`src/rtl/dma_stage_pkg.sv`:
```
`timescale 1ns/1ps
package dma_stage_pkg;
  typedef enum logic [1:0] {
    SZ_B1  = 2'b00,
    SZ_B2  = 2'b01,
    SZ_B4  = 2'b10,
    SZ_B16 = 2'b11
  } sz_e;

  function automatic int unsigned sz_bytes(logic [1:0] code);
    case (code)
      SZ_B1:   return 1;
      SZ_B2:   return 2;
      SZ_B4:   return 4;
      default: return 16;
    endcase
  endfunction
endpackage

```
`src/rtl/dma_beat_sizer.sv`:
```
`timescale 1ns/1ps
module dma_beat_sizer
  import dma_stage_pkg::*;
#(
  parameter int unsigned OFS_W = 4,
  parameter int unsigned CNT_W = OFS_W + 1
) (
  input  logic [OFS_W-1:0] ofs_i,
  input  logic [1:0]       cfg_i,
  input  logic [CNT_W-1:0] limit_i,
  output logic [1:0]       code_o,
  output logic [CNT_W-1:0] nbytes_o
);
  logic [1:0] tz_code, cap;

  always_comb begin
    // largest supported size the offset is aligned to
    if (ofs_i == '0)              tz_code = SZ_B16;
    else if (ofs_i[1:0] == 2'b00) tz_code = SZ_B4;
    else if (ofs_i[0] == 1'b0)    tz_code = SZ_B2;
    else                          tz_code = SZ_B1;
    cap    = (cfg_i < tz_code) ? cfg_i : tz_code;
    code_o = SZ_B1;
    for (int k = 1; k < 4; k++) begin
      if (2'(k) <= cap && CNT_W'(sz_bytes(2'(k))) <= limit_i) code_o = 2'(k);
    end
    nbytes_o = CNT_W'(sz_bytes(code_o));
  end
endmodule

```
`src/rtl/dma_byte_ring.sv`:
```
`timescale 1ns/1ps
module dma_byte_ring #(
  parameter int unsigned BYTES  = 16,
  parameter int unsigned OFS_W  = $clog2(BYTES),
  parameter int unsigned CNT_W  = OFS_W + 1,
  parameter int unsigned DATA_W = 8 * BYTES
) (
  input  logic              clk_i,
  input  logic              rst_ni,
  input  logic              clear_i,
  input  logic              wr_en_i,
  input  logic [CNT_W-1:0]  wr_nb_i,
  input  logic [DATA_W-1:0] wr_data_i,
  input  logic              rd_en_i,
  input  logic [CNT_W-1:0]  rd_nb_i,
  output logic [DATA_W-1:0] rd_data_o,
  output logic [CNT_W-1:0]  count_o
);
  logic [7:0]       mem_q [BYTES];
  logic [OFS_W-1:0] wr_ptr_q, rd_ptr_q;
  logic [CNT_W-1:0] count_q;

  for (genvar s = 0; s < BYTES; s++) begin : g_slot
    logic [OFS_W-1:0] lane;
    assign lane = OFS_W'(s) - wr_ptr_q;
    always_ff @(posedge clk_i) begin
      if (wr_en_i && {1'b0, lane} < wr_nb_i) mem_q[s] <= wr_data_i[8*lane +: 8];
    end
  end

  for (genvar l = 0; l < BYTES; l++) begin : g_lane
    logic [OFS_W-1:0] slot;
    assign slot = rd_ptr_q + OFS_W'(l);
    assign rd_data_o[8*l +: 8] = (CNT_W'(l) < rd_nb_i) ? mem_q[slot] : 8'h00;
  end

  always_ff @(posedge clk_i or negedge rst_ni) begin
    if (!rst_ni) begin
      wr_ptr_q <= '0;
      rd_ptr_q <= '0;
      count_q  <= '0;
    end else if (clear_i) begin
      wr_ptr_q <= '0;
      rd_ptr_q <= '0;
      count_q  <= '0;
    end else begin
      if (wr_en_i) wr_ptr_q <= wr_ptr_q + wr_nb_i[OFS_W-1:0];
      if (rd_en_i) rd_ptr_q <= rd_ptr_q + rd_nb_i[OFS_W-1:0];
      count_q <= count_q + (wr_en_i ? wr_nb_i : '0) - (rd_en_i ? rd_nb_i : '0);
    end
  end

  assign count_o = count_q;
endmodule

```
`src/rtl/dma_stage_buf.sv`:
```
`timescale 1ns/1ps
module dma_stage_buf #(
  parameter int unsigned LINE_BYTES = 16,
  localparam int unsigned OFS_W     = $clog2(LINE_BYTES),
  localparam int unsigned CNT_W     = OFS_W + 1,
  localparam int unsigned DATA_W    = 8 * LINE_BYTES
) (
  input  logic              clk_i,
  input  logic              rst_ni,
  input  logic              start_i,
  input  logic [1:0]        src_cfg_i,
  input  logic [1:0]        dst_cfg_i,
  input  logic [OFS_W-1:0]  src_ofs_i,
  input  logic [OFS_W-1:0]  dst_ofs_i,
  input  logic              flush_i,
  input  logic              src_valid_i,
  output logic              src_ready_o,
  output logic [1:0]        src_size_o,
  input  logic [DATA_W-1:0] src_data_i,
  output logic              dst_valid_o,
  input  logic              dst_ready_i,
  output logic [1:0]        dst_size_o,
  output logic [DATA_W-1:0] dst_data_o,
  output logic              done_o
);
  localparam logic [CNT_W-1:0] FULL = CNT_W'(LINE_BYTES);

  logic [1:0]       src_cfg_q, dst_cfg_q;
  logic [OFS_W-1:0] src_ofs_q, dst_ofs_q;
  logic             flush_q;
  logic [CNT_W-1:0] count, free, src_limit, dst_limit, src_nb, dst_nb;
  logic             dst_ok, wr_en, rd_en;

  assign free      = FULL - count;
  assign dst_limit = flush_q ? count : FULL;

  dma_beat_sizer #(.OFS_W(OFS_W), .CNT_W(CNT_W)) u_dst_sz (
    .ofs_i(dst_ofs_q), .cfg_i(dst_cfg_q), .limit_i(dst_limit),
    .code_o(dst_size_o), .nbytes_o(dst_nb)
  );

  assign dst_ok = (count != '0) && (count >= dst_nb);
  // shrink the source beat only when the destination cannot make room
  assign src_limit = (dst_ok || flush_q) ? FULL : free;

  dma_beat_sizer #(.OFS_W(OFS_W), .CNT_W(CNT_W)) u_src_sz (
    .ofs_i(src_ofs_q), .cfg_i(src_cfg_q), .limit_i(src_limit),
    .code_o(src_size_o), .nbytes_o(src_nb)
  );

  assign src_ready_o = !flush_q && (free >= src_nb);
  assign dst_valid_o = dst_ok;
  assign wr_en       = src_valid_i && src_ready_o && !start_i;
  assign rd_en       = dst_ok && dst_ready_i && !start_i;
  assign done_o      = flush_q && (count == '0);

  dma_byte_ring #(.BYTES(LINE_BYTES), .OFS_W(OFS_W), .CNT_W(CNT_W), .DATA_W(DATA_W)) u_ring (
    .clk_i(clk_i), .rst_ni(rst_ni), .clear_i(start_i),
    .wr_en_i(wr_en), .wr_nb_i(src_nb), .wr_data_i(src_data_i),
    .rd_en_i(rd_en), .rd_nb_i(dst_nb), .rd_data_o(dst_data_o),
    .count_o(count)
  );

  always_ff @(posedge clk_i or negedge rst_ni) begin
    if (!rst_ni) begin
      src_cfg_q <= '0;
      dst_cfg_q <= '0;
      src_ofs_q <= '0;
      dst_ofs_q <= '0;
      flush_q   <= 1'b0;
    end else if (start_i) begin
      src_cfg_q <= src_cfg_i;
      dst_cfg_q <= dst_cfg_i;
      src_ofs_q <= src_ofs_i;
      dst_ofs_q <= dst_ofs_i;
      flush_q   <= 1'b0;
    end else begin
      if (flush_i) flush_q <= 1'b1;
      if (wr_en) src_ofs_q <= src_ofs_q + src_nb[OFS_W-1:0];
      if (rd_en) dst_ofs_q <= dst_ofs_q + dst_nb[OFS_W-1:0];
    end
  end
endmodule

```
`config.mk`:
```
export PLATFORM = sky130hd
export DESIGN_NAME = dma_stage_buf
export DESIGN_NICKNAME = d
export VERILOG_FILES = /design/src/rtl/dma_stage_pkg.sv /design/src/rtl/dma_beat_sizer.sv /design/src/rtl/dma_byte_ring.sv /design/src/rtl/dma_stage_buf.sv
export SDC_FILE = /design/constraint.sdc
export NUM_CORES = 1
export LEC_CHECK = 0
export CAP_MARGIN = 0
export CORE_MARGIN = 2
export CORE_UTILIZATION = 40
export CTS_BUF_LIST = sky130_fd_sc_hd__clkbuf_16
export DETAILED_ROUTE_END_ITERATION = 8
export PLACE_DENSITY = 0.66
export SYNTH_ARGS = -nofsm -noshare
export SYNTH_HDL_FRONTEND = slang
export SYNTH_HIERARCHICAL = 1
export SYNTH_SLANG_ARGS = --single-unit
```
`constraint.sdc`:
```
create_clock -name clk_i -period 7.5 [get_ports clk_i]
set_input_delay 1.5 -clock clk_i [delete_from_list [all_inputs] [get_ports clk_i]]
set_output_delay 1.5 -clock clk_i [all_outputs]
set_load 0.02 [all_outputs]
```
# Word-level counts from Yosys, hierarchy flattened
# Memories as Yosys holds them, arrays and structs flattened.
# Index checks and enable logic that the tools add are counted.
# totals
out_inout_bits	135
ram_bits	128
memories	1
reg_bits	26
input_bits	146
# classes
shift	16
magnitude_cmp	48
add_sub_neg	38
n_reduce_logical	43
eq_ne	4
mux	79
# mem_list
memory	depth	width	read_ports	rd_ports_with_merged_regs	write_ports	line_no	source
u_ring.mem_q	16	8	16	0	16	dma_byte_ring.sv:19	logic [7:0] mem_q [BYTES];
# ops
cell	count
$shiftx 128x8->8	16
$mux 8	16
$lt 4x5->1	16
$lt 4x5->1 const A	8
$mux 1	38
$add 4x4->4 const B	8
$mux 4	8
$sub 4x4->4 const A	8
$pmux 5 s3	2
$logic_and 1x1->1	29
$mux 5	5
$lt 3x5->1 const A	4
$mux 2	10
$add 4x3->4 const B	4
$add 4x4->4	4
$sub 3x4->4 const A	4
$ge 5x5->1	2
$le 2x5->1 const A	2
$le 3x5->1 const A	2
$le 5x5->1 const A	2
$lt 1x5->1 const A	2
$lt 2x5->1 const A	2
$add 4x2->4 const B	2
$le 2x2->1 const A	4
other kinds (17)	30

# Longest topological paths before layout
# depth
word_depth	31
depth_mapped	33

# Cells and area by module
# The synthesis kept the hierarchy.
# modules_own_cells
mod	area_each_um2	cells_per_inst	seq_area_each_um2	n_inst
dma_byte_ring	17777.0	1299	4169.0	1
dma_stage_buf	1179.9	131	325.3	1
dma_beat_sizer	192.7	26	0.0	2

# Least setup slack after synthesis
# OpenSTA, ideal clock, no wires.
# synth_path
kind	register to register
startpoint	reg dst_ofs_q[1]
endpoint	reg u_ring.count_q[4] (netlist: u_ring/count_o[4])
setup_time_ps	132
slack_ps	-234
path_stages_with_launch	31
arrival_time_ps	7602
synth_period_minus_slack_ps	7734
cell_sequence	dfrtp_1 > nor2_1 > ha_1 > nor2b_1 > o31a_1 > a211oi_1 > inv_1 > ha_1 > nand2_1 > o21ai_1 > a31oi_1 > nor2_1 > nor3b_1 > o31ai_2 > nand2_1 > a211oi_1 > inv_1 > ha_1 > a31oi_1 > o22a_2 > nor3_1 > clkbuf_1 > clkbuf_1 > nand2_1 > fa_1 > inv_1 > fa_1 > a21o_1 > a21oi_1 > xnor2_1 > nor2_1
# synth_via
elab_chain_cells	31
# synth_lines
item	line_no	source
start, declared	dma_stage_buf.sv:29	logic [OFS_W-1:0] src_ofs_q, dst_ofs_q;
start signal, assigned	dma_stage_buf.sv:75	dst_ofs_q <= dst_ofs_i;
start signal, assigned	dma_stage_buf.sv:80	if (rd_en) dst_ofs_q <= dst_ofs_q + dst_nb[OFS_W-1:0];
$logic_not 2->1	dma_beat_sizer.sv:19	else if (ofs_i[1:0] == 2'b00) tz_code = SZ_B4;
$mux 2	dma_beat_sizer.sv:19	
$mux 2 *	dma_beat_sizer.sv:18	if (ofs_i == '0) tz_code = SZ_B16;
$lt 2x2->1	dma_beat_sizer.sv:22	cap = (cfg_i < tz_code) ? cfg_i : tz_code;
$mux 2 *	dma_beat_sizer.sv:22	
$le 1x2->1	dma_beat_sizer.sv:25	if (2'(k) <= cap && CNT_W'(sz_bytes(2'(k))) <= limit_i) code_o = 2'(k);
$logic_and 1x1->1	dma_beat_sizer.sv:25	
$mux 1	dma_beat_sizer.sv:25	
(+4 left out)	n/a	
net dst_nb[4]	dma_stage_buf.sv:31	logic [CNT_W-1:0] count, free, src_limit, dst_limit, src_nb, dst_nb;
(+2 left out)	n/a	
net dst_valid_o	dma_stage_buf.sv:20	output logic dst_valid_o,
(+2 left out)	n/a	
net src_limit[3]	dma_stage_buf.sv:31	
(+7 left out)	n/a	
net src_nb[1]	dma_stage_buf.sv:31	
$ge 5x5->1 *	dma_stage_buf.sv:51	assign src_ready_o = !flush_q && (free >= src_nb);
$logic_and 1x1->1 *	dma_stage_buf.sv:51	
$logic_and 1x1->1 * (2 in series)	dma_stage_buf.sv:53	assign wr_en = src_valid_i && src_ready_o && !start_i;
net wr_en	dma_stage_buf.sv:32	logic dst_ok, wr_en, rd_en;
$mux 5 *	dma_byte_ring.sv:49	count_q <= count_q + (wr_en_i ? wr_nb_i : '0) - (rd_en_i ? rd_nb_i : '0);
$add 5x5->5 *	dma_byte_ring.sv:49	
$sub 5x5->5 *	dma_byte_ring.sv:49	
$mux 5 *	dma_byte_ring.sv:42	end else if (clear_i) begin
end signal, assigned	dma_byte_ring.sv:49	
end, declared	dma_byte_ring.sv:21	logic [CNT_W-1:0] count_q;
# Mark *: on every way through the listed nets, which the timed path passes. The rest lies on a longest branch.
# A chain may end at the register's enable or synchronous reset.

# Final worst setup path
# layout_path
startpoint	reg dst_ofs_q[1]
endpoint	out src_ready_o
# layout_via
elab_chain_cells	25
# layout_lines
item	line_no	source
$logic_not 2->1	dma_beat_sizer.sv:19	
$mux 2	dma_beat_sizer.sv:19	
$mux 2 *	dma_beat_sizer.sv:18	
$lt 2x2->1	dma_beat_sizer.sv:22	
$mux 2 *	dma_beat_sizer.sv:22	
$le 1x2->1	dma_beat_sizer.sv:25	
$logic_and 1x1->1	dma_beat_sizer.sv:25	
$mux 1	dma_beat_sizer.sv:25	
(+4 left out)	n/a	
net dst_nb[4]	dma_stage_buf.sv:31	
(+4 left out)	n/a	
net src_limit[4]	dma_stage_buf.sv:31	
(+2 left out)	n/a	
$mux 1	dma_beat_sizer.sv:25	
$mux 2	dma_beat_sizer.sv:25	
$mux 2 *	dma_beat_sizer.sv:25	
$eq 2x2->1, or another cell as far along	dma_stage_pkg.sv:11	case (code)
$pmux 5 s3 *	dma_stage_pkg.sv:11	
net src_nb[4]	dma_stage_buf.sv:31	
$ge 5x5->1 *	dma_stage_buf.sv:51	
$logic_and 1x1->1 *	dma_stage_buf.sv:51	
end, declared	dma_stage_buf.sv:17	output logic src_ready_o,
# Marked as above.

==> Implementation_results.wiki <==
{| class="wikitable"
! Metric !! Value
|-
| Gate Count Post-Synth || ~1,500
|-
| Largest net degree at the start of global routing || 73
|-
| Total gr overflow || 0
|-
| Delay-heaviest family, CP || compound AO/OA/AOI/OAI gates
|-
| Clock latency reported for the late side of the worst-skew pair || 0.44 ns
|-
| Total wire length || between 60 and 70 mm
|-
| Deepest level of the CTS H-tree || 4
|-
| Starting utilization of the core area || about two fifths
|-
| Count of fill cells added during filler insertion || just over 4,000
|-
| Row Count || 80
|-
| Horizontal extent of the die || approximately 220 um
|-
| Total area of multi-input combinational cells || between 10,000 and 15,000 sq um
|-
| Commonest cells after routing, fill and taps aside || mux4_2 (303), mux2i_1 (295), clkdlybuf4s50_1 (279), o22ai_1 (130), edfxtp_1 (128)
|-
| Total Nets Final || approximately 1,900
|-
| Initial antenna violation count || 0
|-
| Crit path cell chain || nor2_2, ha_1, nor2b_1, o31a_1, a211oi_2, inv_1, ha_1, a21oi_1, o21ai_1, a31oi_1, nor2_1, or3_1, o211a_1, o31a_1, buf_4, a211oi_1, buf_4, inv_1, ha_1, a21o_1, a31oi_1, o22a_2, inv_2, dlymetal6s2s_1
|-
| Share of layout cells above drive strength 1 || 23.9%
|-
| Outcome || finished, final reports clean
|-
| Depth of the worst register-to-register path || 30
|-
| Slowest stage cell, crit path || dfrtp_1
|-
| Cell area after synthesis || about 19,000 sq um
|-
| Number of cells on the critical path || 24
|-
| Hold depth || 1
|-
| Clock buffers created by TritonCTS || 17
|-
| Layout area overhead || 20.0%
|-
| Worst Hold Slack || around 0.58 ns
|-
| Top cell by count, worst path || ha_1
|-
| Maximum fanout encountered on the critical timing path || 21
|-
| Critical R2R Capture || u_ring/count_o[4]
|-
| IO buf count || 280
|-
| Bufs on Longest Clock Path || 2
|-
| Placeable core area || around 48,000 sq um
|-
| Required time at the worst-slack endpoint || around 6.0 ns
|-
| Launching element type of the critical path || register
|-
| Routed length per placed instance || about 28 um
|-
| Count of maximum capacitance violations || 0
|-
| Total global routing track utilization || between 20% and 30%
|-
| # hold bufs at CTS || 0
|-
| Routed via count || between 15,000 and 20,000
|-
| Setup repair after global routing missed its margin || no
|-
| Fin Clk Skew || approximately 0.013 ns
|-
| Avg Inst Size Synth || ~13 sq um
|-
| Slew headroom || 21.9%
|-
| Remaining antenna violation count || 0
|-
| Static Leak || slightly above 8 nW
|-
| Total of warnings raised by yosys || 6
|-
| TritonCTS Sinks || roughly 150
|-
| Bufs and invs on worst path || 6
|-
| Crit path capture || src_ready_o
|-
| Measured slew at the worst slew-check pin || approximately 1.2 ns
|-
| Most common library cell in the layout ignoring fill and taps || mux4_2
|-
| Crit Path Category || reg -> out
|-
| Number of top-level pins || ~280
|-
| Element type at the critical path end || output port
|-
| Arr. time, crit path || 5.31 ns
|-
| Final antenna diode count || 0
|-
| Cell area power density || ~450 nW/um^2
|-
| Peak clock frequency supported by timing || around 150 MHz
|-
| Worst supply voltage drop on vdd || 0.000253 V
|-
| Number of pins exceeding their max-slew limit in the final report || 0
|-
| Synthesized Nets || about 1,700
|-
| Iteration-0 DRC count of the detailed router || around 2,000
|-
| Post-route DRC violation count || 0
|-
| Max stage delay on crit path || 0.43 ns
|-
| Drt first pass iters || 5
|-
| Height of the die || between 200 and 250 um
|-
| Worst hold-check path type || reg -> reg
|-
| Final weighted congestion in routability-driven placement || about 1.0
|-
| Number of vias per cell after detailed routing || 6.82
|-
| First-pass GRT wire length || 97.3 mm
|-
| Vias in the first global route || around 15,000
|-
| Root Driver || clkbuf_16
|-
| FF-to-FF setup slack || approximately 0.86 ns
|-
| Clock transition at path regs || roughly 0.07 ns
|-
| Total count of hold-check failures in the final report || 0
|-
| Share of the clock period used by the worst path after layout || about nine tenths
|-
| Die Area || approximately 50,000 sq um
|-
| Worst reg2reg path startpoint || dst_ofs_q[1]
|-
| Sum of negative setup slack || 0 ns
|-
| TritonCTS clock tree || done
|-
| Number of setup violations in the final report || 0
|-
| Area taken by flip-flops and latches || between 4000 and 5000 sq um
|-
| HPWL Detailed || 54.2 mm
|-
| Launching instance or port of the critical path || dst_ofs_q[1]
|-
| Min cycle time layout || approximately 6.8 ns
|}
==> routing by layer <==
metal / up-vias / global-route usage, % / share of wire [%]
met4: 0 / 4.82 / 1.3
met1: 8030 / 41.4 / 45
met3: 52 / 5.64 / 12
met5: - / 0 / 0
li1: 6657 / - / -
met2: 1081 / 36.4 / 42
==> layout make-up <==
cell class              instances  share of cell area [%]
clock buffers                  17                    1.83
clock inverters                15                   0.809
repair buffers                311                    13.2
flip-flops and latches        154                    19.4
well taps                     615                    3.32
multi-input cells            1153                    60.5
inverters                      56                   0.917
==> report_power, final <==
part,total (mW),switching [mW],internal [mW]
sequential,1.77,0.367,1.41
clock,0.894,0.364,0.530
combinational,7.82,4.26,3.56
==> sequential cells by signal, indices dropped and copies added (netlist names) <==
| register | count |
|---|---|
| u_ring/wr_ptr_q | 4 |
| flush_q | 1 |
| u_ring/mem_q | 128 |
| u_ring/count_o | 5 |
| src_cfg_q | 2 |
| dst_ofs_q | 4 |
| dst_cfg_q | 2 |
| src_ofs_q | 4 |
| u_ring/rd_ptr_q | 4 |
==> worst min-delay path by stage <==
stage	startpoint	endpoint	slack, ns
finish	src_cfg_q[0]	src_cfg_q[0]	0.58
global route	dst_cfg_q[0]	dst_cfg_q[0]	0.59
CTS	dst_cfg_q[0]	dst_cfg_q[0]	0.58
detailed placement	dst_cfg_q[0]	dst_cfg_q[0]	0.56
global placement	dst_cfg_q[0]	dst_cfg_q[0]	0.55
floorplan	dst_cfg_q[0]	dst_cfg_q[0]	0.52
==> what timing repair did <==
item | CTS | global route
endpoints found under the setup margin | 0 | 1
hold endpoints to repair | 0 | 0
gates resized for setup | 0 | 5
buffers inserted | 0 | 0
==> stage by stage <==
| step | instances | util, % | area [sq um] | setup slack, ns | total power, mW |
|---|---|---|---|---|---|
| floorplan | 1480 | - | 19300 | 0.0858 | 7.05 |
| global placement | 2289 | 47.2 | 22600 | 0.891 | 9.31 |
| detailed placement | 2289 | 47.2 | 22600 | 0.732 | 9.47 |
| CTS | 2321 | 48.5 | 23200 | 0.221 | 10.4 |
| global route | 2321 | 48.6 | 23200 | 0.280 | 11.1 |
| finish | 2321 | 48.6 | 23200 | 0.687 | 10.5 |
No activity file was read; power rests on OpenSTA's default activity.
